### src/rtl/dma2d_pkg.sv
package dma2d_pkg;
  typedef enum logic {ST_IDLE = 1'b0, ST_RUN = 1'b1} dma2d_st_e;
endpackage

### src/rtl/dma2d_cnt.sv
// Wrapping up-counter: clears on clr, counts on inc, returns to zero at lim.
module dma2d_cnt #(
  parameter int W = 8
) (
  input  logic         clk,
  input  logic         rst_n,
  input  logic         clr,
  input  logic         inc,
  input  logic [W-1:0] lim,
  output logic         at_lim
);
  logic [W-1:0] cnt_q, cnt_d;
  logic         cnt_en;

  assign at_lim = (cnt_q == lim);

  always_comb begin
    cnt_en = clr | inc;
    if (clr || at_lim) cnt_d = '0;
    else               cnt_d = cnt_q + 1'b1;
  end

  always_ff @(posedge clk or negedge rst_n) begin
    if (!rst_n)      cnt_q <= '0;
    else if (cnt_en) cnt_q <= cnt_d;
  end
endmodule

### src/rtl/dma2d_addr_step.sv
// Holds the current address, the current line start and the origin.
module dma2d_addr_step #(
  parameter int AW = 30,
  parameter int PW = 12
) (
  input  logic          clk,
  input  logic          rst_n,
  input  logic          load,
  input  logic [AW-1:0] load_addr,
  input  logic          adv,
  input  logic          line_end,
  input  logic          wrap,
  input  logic [PW-1:0] pitch,
  output logic [AW-1:0] addr
);
  logic [AW-1:0] addr_d, base_q, base_d, org_q;
  logic [AW-1:0] next_base;
  logic          step_en;

  assign next_base = base_q + AW'(pitch);

  always_comb begin
    step_en = load | adv;
    addr_d  = addr + 1'b1;
    base_d  = base_q;
    if (load) begin
      addr_d = load_addr;
      base_d = load_addr;
    end else if (wrap) begin
      addr_d = org_q;
    end else if (line_end) begin
      addr_d = next_base;
      base_d = next_base;
    end
  end

  always_ff @(posedge clk or negedge rst_n) begin
    if (!rst_n) begin
      addr   <= '0;
      base_q <= '0;
      org_q  <= '0;
    end else begin
      if (step_en) begin
        addr   <= addr_d;
        base_q <= base_d;
      end
      if (load) org_q <= load_addr;
    end
  end
endmodule

### src/rtl/dma2d_addr_gen.sv
module dma2d_addr_gen
  import dma2d_pkg::*;
#(
  parameter int AW = 30,
  parameter int XW = 12,
  parameter int YW = 12
) (
  input  logic          clk,
  input  logic          rst_n,
  input  logic          start,
  input  logic [AW-1:0] start_addr,
  input  logic [XW-1:0] cfg_xlen,
  input  logic [XW-1:0] cfg_pitch,
  input  logic [YW-1:0] cfg_ylen,
  input  logic          cfg_dir,
  input  logic          cfg_burst,
  input  logic          stop,
  input  logic          beat_ack,
  output logic          beat_req,
  output logic [AW-1:0] beat_addr,
  output logic          xfer_dir,
  output logic          xfer_burst,
  output logic          done,
  output logic          half_evt,
  output logic          half_idx
);
  localparam int AR = XW + YW;

  dma2d_st_e     st_q, st_d;
  logic [XW-1:0] xlen_q, pitch_q;
  logic [YW-1:0] ylen_q;
  logic [AR-1:0] half_m1_q, half_m1_d;
  logic          loop_q, dir_q, burst_q, side_q;
  logic          done_d, evt_d;
  logic          go, adv, x_at, y_at, h_at, eol, eob, wrap, hit_half;

  assign go       = start && (st_q == ST_IDLE) && !stop;
  assign adv      = (st_q == ST_RUN) && beat_ack && !stop;
  assign eol      = !loop_q && x_at;
  assign eob      = eol && y_at;
  assign hit_half = loop_q && h_at;
  assign wrap     = hit_half && side_q;

  always_comb begin
    half_m1_d = ((AR'(cfg_pitch) * (AR'(cfg_ylen) + 1'b1)) >> 1) - 1'b1;
    done_d    = adv && eob;
    evt_d     = adv && hit_half;
    st_d      = st_q;
    if (stop)        st_d = ST_IDLE;
    else if (go)     st_d = ST_RUN;
    else if (done_d) st_d = ST_IDLE;
  end

  always_ff @(posedge clk or negedge rst_n) begin
    if (!rst_n) begin
      st_q      <= ST_IDLE;
      xlen_q    <= '0;
      pitch_q   <= '0;
      ylen_q    <= '0;
      half_m1_q <= '0;
      loop_q    <= 1'b0;
      dir_q     <= 1'b0;
      burst_q   <= 1'b0;
      side_q    <= 1'b0;
      done      <= 1'b0;
      half_evt  <= 1'b0;
      half_idx  <= 1'b0;
    end else begin
      st_q     <= st_d;
      done     <= done_d;
      half_evt <= evt_d;
      if (go) begin
        xlen_q    <= cfg_xlen;
        pitch_q   <= cfg_pitch;
        ylen_q    <= cfg_ylen;
        half_m1_q <= half_m1_d;
        loop_q    <= (cfg_xlen == '0);
        dir_q     <= cfg_dir;
        burst_q   <= cfg_burst;
        side_q    <= 1'b0;
      end else if (evt_d) begin
        side_q <= ~side_q;
      end
      if (evt_d) half_idx <= side_q;
    end
  end

  dma2d_cnt #(.W(XW)) u_xcnt (
    .clk(clk), .rst_n(rst_n), .clr(go), .inc(adv && !loop_q),
    .lim(xlen_q - 1'b1), .at_lim(x_at));

  dma2d_cnt #(.W(YW)) u_ycnt (
    .clk(clk), .rst_n(rst_n), .clr(go), .inc(adv && eol),
    .lim(ylen_q), .at_lim(y_at));

  dma2d_cnt #(.W(AR)) u_hcnt (
    .clk(clk), .rst_n(rst_n), .clr(go), .inc(adv && loop_q),
    .lim(half_m1_q), .at_lim(h_at));

  dma2d_addr_step #(.AW(AW), .PW(XW)) u_addr (
    .clk(clk), .rst_n(rst_n), .load(go), .load_addr(start_addr),
    .adv(adv), .line_end(eol), .wrap(wrap), .pitch(pitch_q),
    .addr(beat_addr));

  assign beat_req   = (st_q == ST_RUN);
  assign xfer_dir   = dir_q;
  assign xfer_burst = burst_q;

  AST_ADDR_STALL: assert property (@(posedge clk) disable iff (!rst_n)
    beat_req && !beat_ack && !stop |=> beat_req && $stable(beat_addr));
  AST_LINE_STEP: assert property (@(posedge clk) disable iff (!rst_n)
    beat_req && beat_ack && !stop && !loop_q && !x_at
      |=> beat_addr == $past(beat_addr) + 1'b1);
  AST_DONE_IDLE: assert property (@(posedge clk) disable iff (!rst_n)
    done |-> !beat_req && !loop_q);
  AST_DONE_SINGLE: assert property (@(posedge clk) disable iff (!rst_n)
    done |=> !done);
  AST_LOOP_NO_DONE: assert property (@(posedge clk) disable iff (!rst_n)
    loop_q && beat_req |=> !done);
  AST_EVT_IN_LOOP: assert property (@(posedge clk) disable iff (!rst_n)
    half_evt |-> loop_q);
  AST_STOP_IDLE: assert property (@(posedge clk) disable iff (!rst_n)
    stop |=> !beat_req && !done && !half_evt);
  AST_BUSY_START: assert property (@(posedge clk) disable iff (!rst_n)
    beat_req && start && !beat_ack && !stop |=> beat_req && $stable(beat_addr));
endmodule

### config.mk
export PLATFORM = sky130hd
export DESIGN_NAME = dma2d_addr_gen
export DESIGN_NICKNAME = d
export VERILOG_FILES = /design/src/rtl/dma2d_pkg.sv /design/src/rtl/dma2d_cnt.sv /design/src/rtl/dma2d_addr_step.sv /design/src/rtl/dma2d_addr_gen.sv
export SDC_FILE = /design/constraint.sdc
export NUM_CORES = 1
export LEC_CHECK = 0
export ABC_AREA = 1
export BUFFER_PORTS_ARGS = -buffer_cell sky130_fd_sc_hd__buf_2
export CORE_MARGIN = 8
export CORE_UTILIZATION = 29
export CTS_CLUSTER_SIZE = 14
export DETAILED_ROUTE_END_ITERATION = 10
export SYNTH_ARGS = -nofsm -noshare
export SYNTH_HDL_FRONTEND = slang
export SYNTH_SLANG_ARGS = --single-unit
### constraint.sdc
create_clock -name clk -period 3 [get_ports clk]
set_clock_uncertainty 0.2 [all_clocks]
set_input_delay 0.15 -clock clk [delete_from_list [all_inputs] [get_ports clk]]
set_output_delay 0.15 -clock clk [all_outputs]
set_load 0.01 [all_outputs]
== After elaboration in Yosys (flattened, before gate mapping) ==
Cells that the tools add are included.
Word-level totals
  output and inout bits: 36
  bits in registers: 206
  word-level logic and storage cells: 74
  input bits: 73
Operators by class
  mux-type cells: 14
  $add $sub $neg: 8
  bitwise logic cells: 6
  equality and inequality tests: 4
  reductions and logical operators: 23
  $mul: 1
Operators by type and width (number)
  30-bit 2-to-1 mux: 6
  30-bit by 1-bit adder with 30-bit output (second input constant): 1
  30-bit by 12-bit adder with 30-bit output: 1
  12-bit by 1-bit adder with 12-bit output (second input constant): 2
  24-bit by 1-bit adder with 24-bit output (second input constant): 1
  12-bit == test: 2
  24-bit == test: 1
  12-bit by 13-bit multiplier with 24-bit output: 1
  12-bit 2-to-1 mux: 2
  24-bit 2-to-1 mux: 1
  23-bit by 1-bit subtractor with 24-bit output (second input constant): 1
  12-bit by 1-bit adder with 13-bit output (second input constant): 1
  1-bit logical AND: 13
  12-bit logical NOT: 1
  12-bit by 1-bit subtractor with 12-bit output (second input constant): 1
  1-bit 2-to-1 mux: 5
  1-bit OR: 4
  2-bit nonzero test: 2
  1-bit logical OR: 3
  3-bit AND reduction: 1
  3-bit nonzero test: 1
  1-bit logical NOT: 2
  2-bit by 1-bit inequality test with 1-bit output (second input constant): 1
  1-bit NOT: 2

== Depth between registers and ports, before layout ==
Gate-level depths: netlist of the first run.
  depth in word-level cells: 8
  mapped depth: 36
  gate-level depth less buffers: 35

== Modules after synthesis ==
A second synthesis of the first run with hierarchy kept.
Unflattened totals
  cells, all modules: 2689
  area total of the unflattened synthesis: 19074.5 um^2
Modules (own cells, without submodules)
  dma2d_addr_gen: times used 1, area an instance 8972.4 um^2, seq. area each 1701.6 um^2, cells each 1226
  dma2d_addr_step: times used 1, area an instance 6243.5 um^2, seq. area each 2252.2 um^2, cells each 912
  dma2d_cnt (u_hcnt): times used 1, area an instance 2044.5 um^2, seq. area each 600.6 um^2, cells each 301
  dma2d_cnt (u_xcnt ...): times used 2, area an instance 907.1 um^2, seq. area each 300.3 um^2, cells each 125

== Worst setup path after synthesis of the first run ==
No wires, ideal clock.
  path kind: in2reg
  from: in cfg_ylen[0]
  to: reg half_m1_q[23]
  slack: -3103 ps
  stages on the path: 33
  buffers on the path: 1
  library setup time: 65 ps
  arrival: 5838 ps
  required time: 2735 ps
  cell sequence: buf_2 -> inv_1 -> nor3_2 -> inv_1 -> nor2_1 -> inv_1 -> nor3_2 -> nand2_1 -> xor2_1 -> inv_1 -> nand2_1 -> fa_1 -> inv_1 -> fa_1 -> fa_1 -> fa_1 -> inv_1 -> fa_1 -> inv_1 -> ha_1 -> nand2_1 -> inv_1 -> a21oi_1 -> nor2_1 -> nor2_1 -> nand3b_1 -> nand2_1 -> nand2_1 -> nor2_1 -> nand3_1 -> nor2_1 -> nand3_1 -> nand2_1
On the way
  cells in the longest elaborated chain, start to end: 3
RTL lines
  start, declared: line dma2d_addr_gen.sv:14  | input logic [YW-1:0] cfg_ylen,
  12-bit by 1-bit adder with 13-bit output: line dma2d_addr_gen.sv:45  | half_m1_d = ((AR'(cfg_pitch) * (AR'(cfg_ylen) + 1'b1)) >> 1) - 1'b1;
  12-bit by 13-bit multiplier with 24-bit output: line dma2d_addr_gen.sv:45
  23-bit by 1-bit subtractor with 24-bit output: line dma2d_addr_gen.sv:45
  end signal, assigned: line dma2d_addr_gen.sv:76  | half_m1_q <= half_m1_d;
  end, declared: line dma2d_addr_gen.sv:32  | logic [AR-1:0] half_m1_q, half_m1_d;
No other way between the ends.
A chain may end at the register's enable or synchronous reset.

== Worst setup path after layout of the first run ==
  from: in cfg_ylen[1]
  to: reg half_m1_q[16]
Same word-level chain as after synthesis.

==> impl_results.md, run 1 <==
- DRC viols: 0
- Distinct cells, synth: 54
- Synthesized instance count: 2610
- Gpl congestion: 0.879
- FFs w/ async S/R, synth: 100%
- Final WS setup: -2.16 ns
- Final setup fails: 21
- Setup TNS: -36.40 ns
- Core area: 62700 um2
- First-pass GRT wire length: 92000 um
- Final hold violations: 0
- Die Height: 267 um
- Tcrit/Tclk final: 172%
- Crit path kind: in -> reg
- Syn Nets: 2873
- Ys Warns: 0
- Met3 Track Usage GR: 2.07%
- Number of flops mapped to enable cells by yosys: 0
- Crit path capture type: flip-flop
- Slew HR: 41.9%
- Slowest CP cell: fa_1
- Worst path required time: 3.31 ns
- Hold_ws: 0.0311 ns
- TritonCTS clock tree: done
- Area share of the largest cell type after synthesis: 28.1%
- Max Cap Viol: 0
- Leak pwr: 12.2 nW
- Top FF cell, synth: dfrtp_1
- Die area: 71400 um2
- WL final: 56300 um
- Die width: 267 um
- DR pass1 iterations: 5
- Area grow syn2layout: 31.0%
- Cell Int Power: 13.5 mW
- Clock Path Buffers: 3
- Fill count: 6520
- Nets@finish: 3233
- Pre-CTS setup slack: -2.97 ns
- Drt via density: 4.59
- Post-DRT Antenna Nets: 0
- Share of cells above drive strength 1: 21.3%
- Failing checks: negative setup slack
- Hpwl dp: 44200 um
- Largest net degree at the start of global routing: 91
- RSZ-0062 raised after global routing: true
- GR Util met1: 19.7%
- Most used routing layer: met2
- Area contributors post-synth: dfrtp_1 (28%), nand2_1 (16%), fa_1 (12%)
- Syn Area/Cell: 7.02 um2
- Maximum net fanout on the critical path: 4
- Post-Syn Area: 18300 um2
- Sequential Power Share: 16.8%
- Placed Cells: 3694
- Initial antenna violation count: 1
- # diodes: 0
- All-Layer GR Usage: 15.6%
- Number of port buffers: 108
- Power per cell area: 1080 nW/um2
- Area of the multi-input gates: 12300 um2
- Clk pin slew, worst setup/hold paths: 0.07 ns
- Seq/Total Area, Yosys: 28.1%
- Worst skew pair latency: 0.60 ns
- Row cnt: 92
- Status: finished, violations left
- Hold Path Class: in -> reg
- TritonCTS Buffers: 28
- Final core occ: 38.3%
- Met2 Use GR: 27.5%
- Net Sw Frac: 47.9%
- Total clock sinks: 206
- Fin crit period: 5.16 ns
- Non-Filler Instances: 3837
- CTS root buf: clkbuf_16
- Comb power frac: 70.4%
- Setup crit start kind: input pin
- Switching Power: 12.4 mW
- I/O Pins: 109
- DR WL/cell: 14.7 um
- Seq cells post-synth: 206
- VDD IR-drop max: 1010 uV
- Via Count: 17600
- Cell mode on critical path: inv_2
- Fmax: 0.194 GHz
- Slew Viols, Final: 0
- Arrival @ worst endpoint: 5.47 ns
- Register area: 5150 um2
- Worst Tran Pin Value: 0.871 ns
- Max incr delay on CP: 0.52 ns
- Clock power frac: 12.9%
- Number of global-route vias before repair: 17900
- Remaining Overflow, GRT: 0
- H-tree levels: 1
- Iter 0 DRT Violations: 1026
- Initial Util: 29.2%
- Area leader, netlist: dfrtp_1
==> cell usage in the layout, fill, tap and decap left out, types with 15 or more instances in the layout <==
cell,synthesis,layout
clkbuf_16,0,28
nand3_2,2,15
buf_6,5,15
nor2_1,293,255
o21ai_1,25,28
xnor2_1,40,40
nand3_1,145,131
nor2_2,7,22
ha_1,80,58
buf_4,4,200
nand2_2,10,68
xor2_1,76,72
nand2_1,802,727
inv_1,389,347
nor3_1,36,34
dlygate4sd3_1,0,67
nand4_1,47,47
ha_4,0,17
nand2_4,0,17
o21ai_0,98,91
fa_1,110,106
inv_2,5,41
nor4_1,16,16
dfrtp_1,206,206
buf_2,8,105
nor2_4,6,29
a21oi_1,84,75
==> critical path: cells and delay by family <==
kind	cells	cell delay [ns]
XOR/XNOR	1	0.18
AO/OA/AOI/OAI	1	0.13
buffers and inverters	12	0.81
AND/OR/NAND/NOR	14	1.46
adder cells (fa/ha/maj)	6	2.70
==> layout make-up <==
| cell class | count | share of cell area [%] |
|---|---|---|
| Multi-Input combinational cell | 1941 | 51.2 |
| Sequential cell | 206 | 21.5 |
| Timing Repair Buffer | 397 | 12.7 |
| Inverter | 396 | 6.28 |
| Tap cell | 846 | 4.41 |
| Clock buffer | 39 | 3.34 |
| Clock inverter | 12 | 0.501 |
==> flip-flops by register name (all words and copies together) (netlist names), 12 cells and up <==
signal         flops
half_m1_q         24
pitch_q           12
u_addr.addr       30
u_addr.base_q     30
u_addr.org_q      30
u_hcnt.cnt_q      24
u_xcnt.cnt_q      12
u_ycnt.cnt_q      12
xlen_q            12
ylen_q            12
==> synth_stat cells, drive strengths merged (4+ instances only) <==
library cell,n
nand2,812
inv,395
nor2,306
dfrtp,206
nand3,147
o21ai,123
fa,110
a21oi,85
ha,80
xor2,76
nand4,48
clkbuf,43
nor3,40
xnor2,40
buf,24
nor4,17
or2,13
nand3b,7
o22ai,5
and3,4
==> timing repair <==
action	CTS	global route
hold buffers	68	0
pin swaps	81	75
endpoints found under the hold margin	331	0
setup buffers	17	9
endpoints found under the setup margin	21	27
resized for setup	118	91
==> power groups by stage <==
stage / Combinational [mW] / Clock [mW] / Sequential [mW]
floorplan: 10.0 / 0 / 4.23
global placement: 14.8 / 0 / 4.39
detailed placement: 14.9 / 0 / 4.39
CTS: 16.8 / 3.43 / 4.35
global route: 20.4 / 3.52 / 4.46
finish: 18.3 / 3.34 / 4.35
==> per-layer routing <==
layer | wire length, um | up-vias | part of all wire [%]
met2 | 27300 | 328 | 48
met5 | 13 | - | 0.023
li1 | - | 8854 | -
met1 | 24800 | 8345 | 44
met4 | 1800 | 2 | 3.2
met3 | 2410 | 97 | 4.3
==> metrics by stage <==
step	cell area, um2	total power [mW]
floorplan	18700	14.3
global placement	21500	19.2
detailed placement	21500	19.3
CTS	23600	24.6
global route	24000	28.3
finish	24000	26.0
==> path summary, 6_finish.rpt <==
path | depth (start not counted) | to | slack (ns) | startpoint
setup reg to reg | 15 | u_addr.addr[22] | 0.26 | xlen_q[1]
setup / recovery | 34 | half_m1_q[16] | -2.16 | cfg_ylen[1]
hold / removal | 4 | pitch_q[10] | 0.03 | cfg_pitch[10]
max in group asynchronous | 4 | half_m1_q[10] | 1.45 | rst_n
hold reg to reg | 2 | u_addr.org_q[9] | 0.27 | u_addr.org_q[9]
min in group asynchronous | 3 | xlen_q[7] | 0.44 | rst_n
==> logic make-up after synthesis <==
logic type | count (synthesis) | synth area share, %
AND/OR/NAND/NOR | 1401 | 32.1
XOR/XNOR | 116 | 5.55
flip-flops | 206 | 28.1
AO/OA/AOI/OAI | 234 | 6.83
buffers and inverters | 463 | 9.84
adder cells (fa/ha/maj) | 190 | 17.5
Power figures use the tool's default switching activity.
==> run 2, diff against run 1 <==
Settings changed: SETUP_SLACK_MARGIN from default to 0.2.
==> impl_results.md, run 2 (synthesis results as in run 1) <==
- Placed Cells: 3694 (unchanged)
- Worst path required time: 3.24 ns (was 3.31 ns)
- Failing checks: negative setup slack (unchanged)
- Placed cell area: 21500 um2 (unchanged)
- I/O Pins: 109 (unchanged)
- Worst skew pair latency: 0.59 ns (was 0.60 ns)
- Arrival @ worst endpoint: 5.37 ns (was 5.47 ns)
- Max incr delay on CP: 0.55 ns (was 0.52 ns)
- WL final: 56900 um (was 56300 um)
- Fmax: 0.195 GHz (was 0.194 GHz)
- Critical Path Sink: half_m1_q[20] (was half_m1_q[16])
- Hold Path Class: in -> reg (unchanged)
- Drt via density: 4.62 (was 4.59)
- Number of port buffers: 108 (unchanged)
- Slew HR: 41.9% (about the same)
- Design Power: 26.3 mW (was 26.0 mW)
- Die area: 71400 um2 (unchanged)
- Remaining Overflow, GRT: 0 (unchanged)
- Worst reg2reg path startpoint: pitch_q[0] (was xlen_q[1])
- Core area: 62700 um2 (unchanged)
- Fin area: 24400 um2 (was 24000 um2)
- Worst setup path start: cfg_ylen[3] (was cfg_ylen[1])
- DR pass1 iterations: 6 (was 5)
- Clk pin slew, worst setup/hold paths: 0.06 ns (was 0.07 ns)
- WHS Path Cells: 5 (was 4)
- TritonCTS clock tree: done (unchanged)
- Die Height: 267 um (unchanged)
- Gpl congestion: 0.879 (unchanged)
- Number of global-route vias before repair: 17900 (about the same)
- Nets@finish: 3241 (was 3233)
- Final hold violations: 0 (unchanged)
- Power per cell area: 1080 nW/um2 (about the same)
- R2r setup slk: 0.36 ns (was 0.26 ns)
- Top Registers: u_addr.addr: 30 flops, u_addr.base_q: 30 flops, u_addr.org_q: 30 flops (unchanged)
- Non-Filler Instances: 3845 (was 3837)
- Hpwl dp: 44200 um (unchanged)
- Maximum net fanout on the critical path: 6 (was 4)
- Leading cell type in the layout, fill and taps excluded: nand2_1 (unchanged)
- Row cnt: 92 (unchanged)
- VDD IR-drop max: 1090 uV (was 1010 uV)
- Final setup fails: 21 (unchanged)
- TritonCTS Buffers: 28 (unchanged)
- Leak pwr: 12.2 nW (about the same)
- Fin crit period: 5.13 ns (was 5.16 ns)
- Initial antenna violation count: 1 (unchanged)
- DRC viols: 0 (unchanged)
- DR WL/cell: 14.8 um (was 14.7 um)
- Total clock sinks: 206 (unchanged)
- All-Layer GR Usage: 15.7% (was 15.6%)
- CTS root buf: clkbuf_16 (unchanged)
- Crit path capture type: flip-flop (unchanged)
- First-pass GRT wire length: 92100 um (was 92000 um)
- Uppermost layer routed: met5 (unchanged)
- Fill count: 6460 (was 6520)
- Die width: 267 um (unchanged)
- Setup crit start kind: input pin (unchanged)
- Slew Viols, Final: 0 (unchanged)
- RSZ-0062 raised after global routing: true (unchanged)
- Iter 0 DRT Violations: 1124 (was 1026)
- Commonest cells after routing, fill and taps aside: nand2_1 (715), inv_1 (339), nor2_1 (253), dfrtp_1 (206), buf_4 (199) (was nand2_1 (727), inv_1 (347), nor2_1 (255), dfrtp_1 (206), buf_4 (200))
- Cell mode on critical path: fa_1 (was inv_2)
- M1 WL: 24900 um (was 24800 um)
- Area grow syn2layout: 33.0% (was 31.0%)
- # diodes: 0 (unchanged)
- R2R cell count: 14 (was 15)
- Share of cells above drive strength 1: 22.8% (was 21.3%)
- Clock Path Buffers: 3 (unchanged)
- Via Count: 17700 (was 17600)
- Status: finished, violations left (unchanged)
- Largest net degree at the start of global routing: 91 (unchanged)
- Met2 WL: 27800 um (was 27300 um)
- Crit path kind: in -> reg (unchanged)
- Final WS setup: -2.13 ns (was -2.16 ns)
- Initial Util: 29.2% (unchanged)
- Max Cap Viol: 0 (unchanged)
- Worst Tran Pin Value: 0.871 ns (about the same)
- R2R Path End: u_addr.addr[16] (was u_addr.addr[22])
- Tcrit/Tclk final: 171% (was 172%)
- Post-DRT Antenna Nets: 0 (unchanged)
- H-tree levels: 1 (unchanged)
- WL met3: 2430 um (was 2410 um)
- Slowest CP cell: fa_1 (unchanged)
## run 2: cell types whose count changed in the layout (fill, tap and decap cells not counted), sizes merged
cell	delta
nand4	+1
buf	+6
clkbuf	+1
inv	-1
clkinvlp	+1
## run 2: worst min path at each step
stage / slack (ns) / endpoint / start
after CTS: 0.009 / pitch_q[10] / cfg_pitch[10]
after detailed placement: -0.005 / xlen_q[6] / rst_n
after floorplan: -0.35 / beat_req / rst_n
after global routing: 0.07 / loop_q / start
final: 0.02 / loop_q / start
after global placement: -0.0003 / xlen_q[6] / rst_n
## run 2: repair_timing
item                       4_1_cts  5_1_grt
resized for setup              104      176
setup buffers                   16       14
setup endpoints to repair       26       91
cloned                           0        2
pin swaps                       81      126
hold buffers                    68        0
hold endpoints to repair       331        0
## run 2: layer usage
metal | up-vias | global-route usage [%]
li1 | 8868 | -
met1 | 8426 | 19.8
met4 | 2 | 4.81
met2 | 354 | 27.6
met3 | 96 | 2.03
met5 | - | 0
## run 2: layout make-up
type                    instances  area (um2)  area share, %
repair buffers                404        3160           13.0
multi-input cells            1942       12500           51.5
clock inverters                12         120          0.493
clock buffers                  39         802           3.29
well taps                     846        1060           4.35
inverters                     396        1520           6.23
flip-flops and latches        206        5150           21.2
## run 2: critical path, delay by kind of cell
family / cells / cell delay, ns
fa+ha+maj: 6 / 2.68
buf+inv: 11 / 0.99
simple gates: 11 / 0.98
compound gates: 4 / 0.58
## run 2: stage by stage
stage / hold slack [ns] / setup slack (ns) / utilization (%) / setup TNS (ns)
finish: 0.0220 / -2.13 / 38.8 / -36.16
CTS: 0.00909 / -2.19 / 37.7 / -36.64
global route: 0.0739 / -2.44 / 38.8 / -40.94
global placement: -0.000320 / -2.96 / 34.3 / -52.52
detailed placement: -0.00454 / -2.97 / 34.3 / -53.57
floorplan: -0.346 / -2.61 / - / -41.88
## run 2: power by group
| group | leakage, nW | total [mW] | internal, mW | switching [mW] |
|---|---|---|---|---|
| combinational | 9.24 | 18.6 | 8.10 | 10.5 |
| sequential | 2.56 | 4.36 | 3.54 | 0.812 |
| clock | 0.444 | 3.34 | 1.95 | 1.38 |
==> run 3, diff against run 2 <==
Settings changed: CELL_PAD_IN_SITES_DETAIL_PLACEMENT from default to 1, CELL_PAD_IN_SITES_GLOBAL_PLACEMENT from default to 2, PLACE_DENSITY_LB_ADDON from default to 0.1.
==> impl_results.md, run 3 (synthesis results as in run 1) <==
- Register area: 5150 um2 (unchanged)
- Slowest CP cell: fa_1 (unchanged)
- Final setup fails: 21 (unchanged)
- Non-Filler Instances: 3873 (was 3845)
- Fin area: 24700 um2 (was 24400 um2)
- Initial Util: 29.2% (unchanged)
- Worst path required time: 3.29 ns (was 3.24 ns)
- Worst Tran Pin Value: 0.606 ns (was 0.871 ns)
- Failing checks: negative setup slack (unchanged)
- Initial antenna violation count: 1 (unchanged)
- Max Cap Viol: 0 (unchanged)
- Slew Viols, Final: 0 (unchanged)
- Number of port buffers: 108 (unchanged)
- Core area: 62700 um2 (unchanged)
- Clock Path Buffers: 3 (unchanged)
- First-pass GRT wire length: 110000 um (was 92100 um)
- Final WS setup: -2.40 ns (was -2.13 ns)
- TritonCTS clock tree: done (unchanged)
- Die width: 267 um (unchanged)
- VDD IR-drop max: 844 uV (was 1090 uV)
- Number of global-route vias before repair: 20300 (was 17900)
- Remaining Overflow, GRT: 0 (unchanged)
- Arrival @ worst endpoint: 5.69 ns (was 5.37 ns)
- Leak pwr: 12.5 nW (was 12.2 nW)
- Placed cell area: 21600 um2 (was 21500 um2)
- Crit path kind: in -> reg (unchanged)
- DR WL/cell: 17.6 um (was 14.8 um)
- CTS root buf: clkbuf_16 (unchanged)
- Clk pin slew, worst setup/hold paths: 0.06 ns (about the same)
- Placed Cells: 3704 (was 3694)
- Via Count: 18100 (was 17700)
- Fill count: 7748 (was 6460)
- Power per cell area: 1150 nW/um2 (was 1080 nW/um2)
- Iter 0 DRT Violations: 656 (was 1124)
- Top Registers: u_addr.addr: 30 flops, u_addr.base_q: 30 flops, u_addr.org_q: 30 flops (unchanged)
- Largest net degree at the start of global routing: 102 (was 91)
- Fmax: 0.185 GHz (was 0.195 GHz)
- Area of the multi-input gates: 12600 um2 (was 12500 um2)
- DRC viols: 0 (unchanged)
- Crit path capture type: flip-flop (unchanged)
- Setup crit start kind: input pin (unchanged)
- Hpwl dp: 53100 um (was 44200 um)
- Fin crit period: 5.40 ns (was 5.13 ns)
- Drt via density: 4.68 (was 4.62)
- DR pass1 iterations: 4 (was 6)
- All-Layer GR Usage: 19.1% (was 15.7%)
- TritonCTS Buffers: 28 (unchanged)
- Row cnt: 92 (unchanged)
- Final hold violations: 0 (unchanged)
- RSZ-0062 raised after global routing: true (unchanged)
- Gpl congestion: 0.847 (was 0.879)
- Post-DRT Antenna Nets: 0 (unchanged)
- Commonest cells after routing, fill and taps aside: nand2_1 (709), inv_1 (335), nor2_1 (256), buf_4 (215), dfrtp_1 (206) (was nand2_1 (715), inv_1 (339), nor2_1 (253), dfrtp_1 (206), buf_4 (199))
- Share of cells above drive strength 1: 23.8% (was 22.8%)
- Worst skew pair latency: 0.56 ns (was 0.59 ns)
- H-tree levels: 1 (unchanged)
- Die Height: 267 um (unchanged)
- Leading cell type in the layout, fill and taps excluded: nand2_1 (unchanged)
- Nets@finish: 3269 (was 3241)
- Maximum net fanout on the critical path: 4 (was 6)
- Total clock sinks: 206 (unchanged)
- Die area: 71400 um2 (unchanged)
- Max incr delay on CP: 0.53 ns (was 0.55 ns)
- I/O Pins: 109 (unchanged)
- # diodes: 0 (unchanged)
- Status: finished, violations left (unchanged)
- Design Power: 28.5 mW (was 26.3 mW)
- Area grow syn2layout: 35.0% (was 33.0%)
- Hold Path Class: in -> async (was in -> reg)
- Cell mode on critical path: fa_1 (unchanged)
- Tcrit/Tclk final: 180% (was 171%)
- WL final: 68100 um (was 56900 um)
- Slew HR: 59.2% (was 41.9%)
-- run 3: changes by cell type in the layout (fill, tap and decap cells not counted), sizes merged --
cell,change
clkbuf,+4
buf,+31
clkinv,-4
dlygate4sd3,-3
-- run 3: timing repair --
action,CTS,global route
setup endpoints to repair,55,118
buffers inserted,29,21
gates resized for setup,162,143
hold endpoints to repair,327,3
cloned,2,1
pin swaps,89,80
hold buffers,64,1
-- run 3: power breakdown --
group	total [mW]	leakage, nW	switching [mW]	internal [mW]
clock	3.45	0.460	1.36	2.09
combinational	20.7	9.46	11.5	9.19
sequential	4.38	2.56	0.840	3.54
-- run 3: worst max-delay path, delay by kind of cell --
family / cells / cell delay, ns
AO/OA/AOI/OAI: 2 / 0.26
adder cells (fa/ha/maj): 6 / 2.80
buffers and inverters: 11 / 0.89
AND/OR/NAND/NOR: 14 / 1.58
-- run 3: through the flow --
step                      setup TNS (ns)  setup WS [ns]  hold slack [ns]  util (%)
final                             -40.39          -2.40           0.0225      39.4
after CTS                         -38.28          -2.26          0.00250      38.3
after global placement            -54.94          -3.08          -0.0797      34.4
after global routing              -44.83          -2.63           0.0326      39.4
after floorplan                   -41.88          -2.61           -0.346         -
after detailed placement          -56.29          -3.14          -0.0826      34.4
-- run 3: area by class of cell --
class	instances	area share, %
Tap cell	846	4.28
Clock buffer	43	3.55
Timing Repair Buffer	432	13.9
Inverter	396	6.14
Multi-Input combinational cell	1942	51.0
Sequential cell	206	20.9
Clock inverter	8	0.304
-- run 3: path summary, 6_finish.rpt --
path / startpoint / endpoint / slack (ns) / cells after the start
max in group asynchronous: rst_n / u_addr.addr[16] / 2.09 / 3
setup / recovery: cfg_ylen[0] / half_m1_q[16] / -2.40 / 33
min in group clk: cfg_pitch[5] / pitch_q[5] / 0.06 / 5
hold / removal: rst_n / xlen_q[2] / 0.02 / 3
hold reg to reg: u_addr.org_q[26] / u_addr.org_q[26] / 0.27 / 2
setup reg to reg: pitch_q[0] / u_addr.base_q[28] / 0.37 / 15
-- run 3: routing by layer --
metal,GRT usage [%],vias up,part of all wire (%)
li1,-,8919,-
met1,23.1,8978,43
met2,36.5,154,53
met3,1.61,79,1.7
met4,4.09,0,2.1
met5,0,-,0
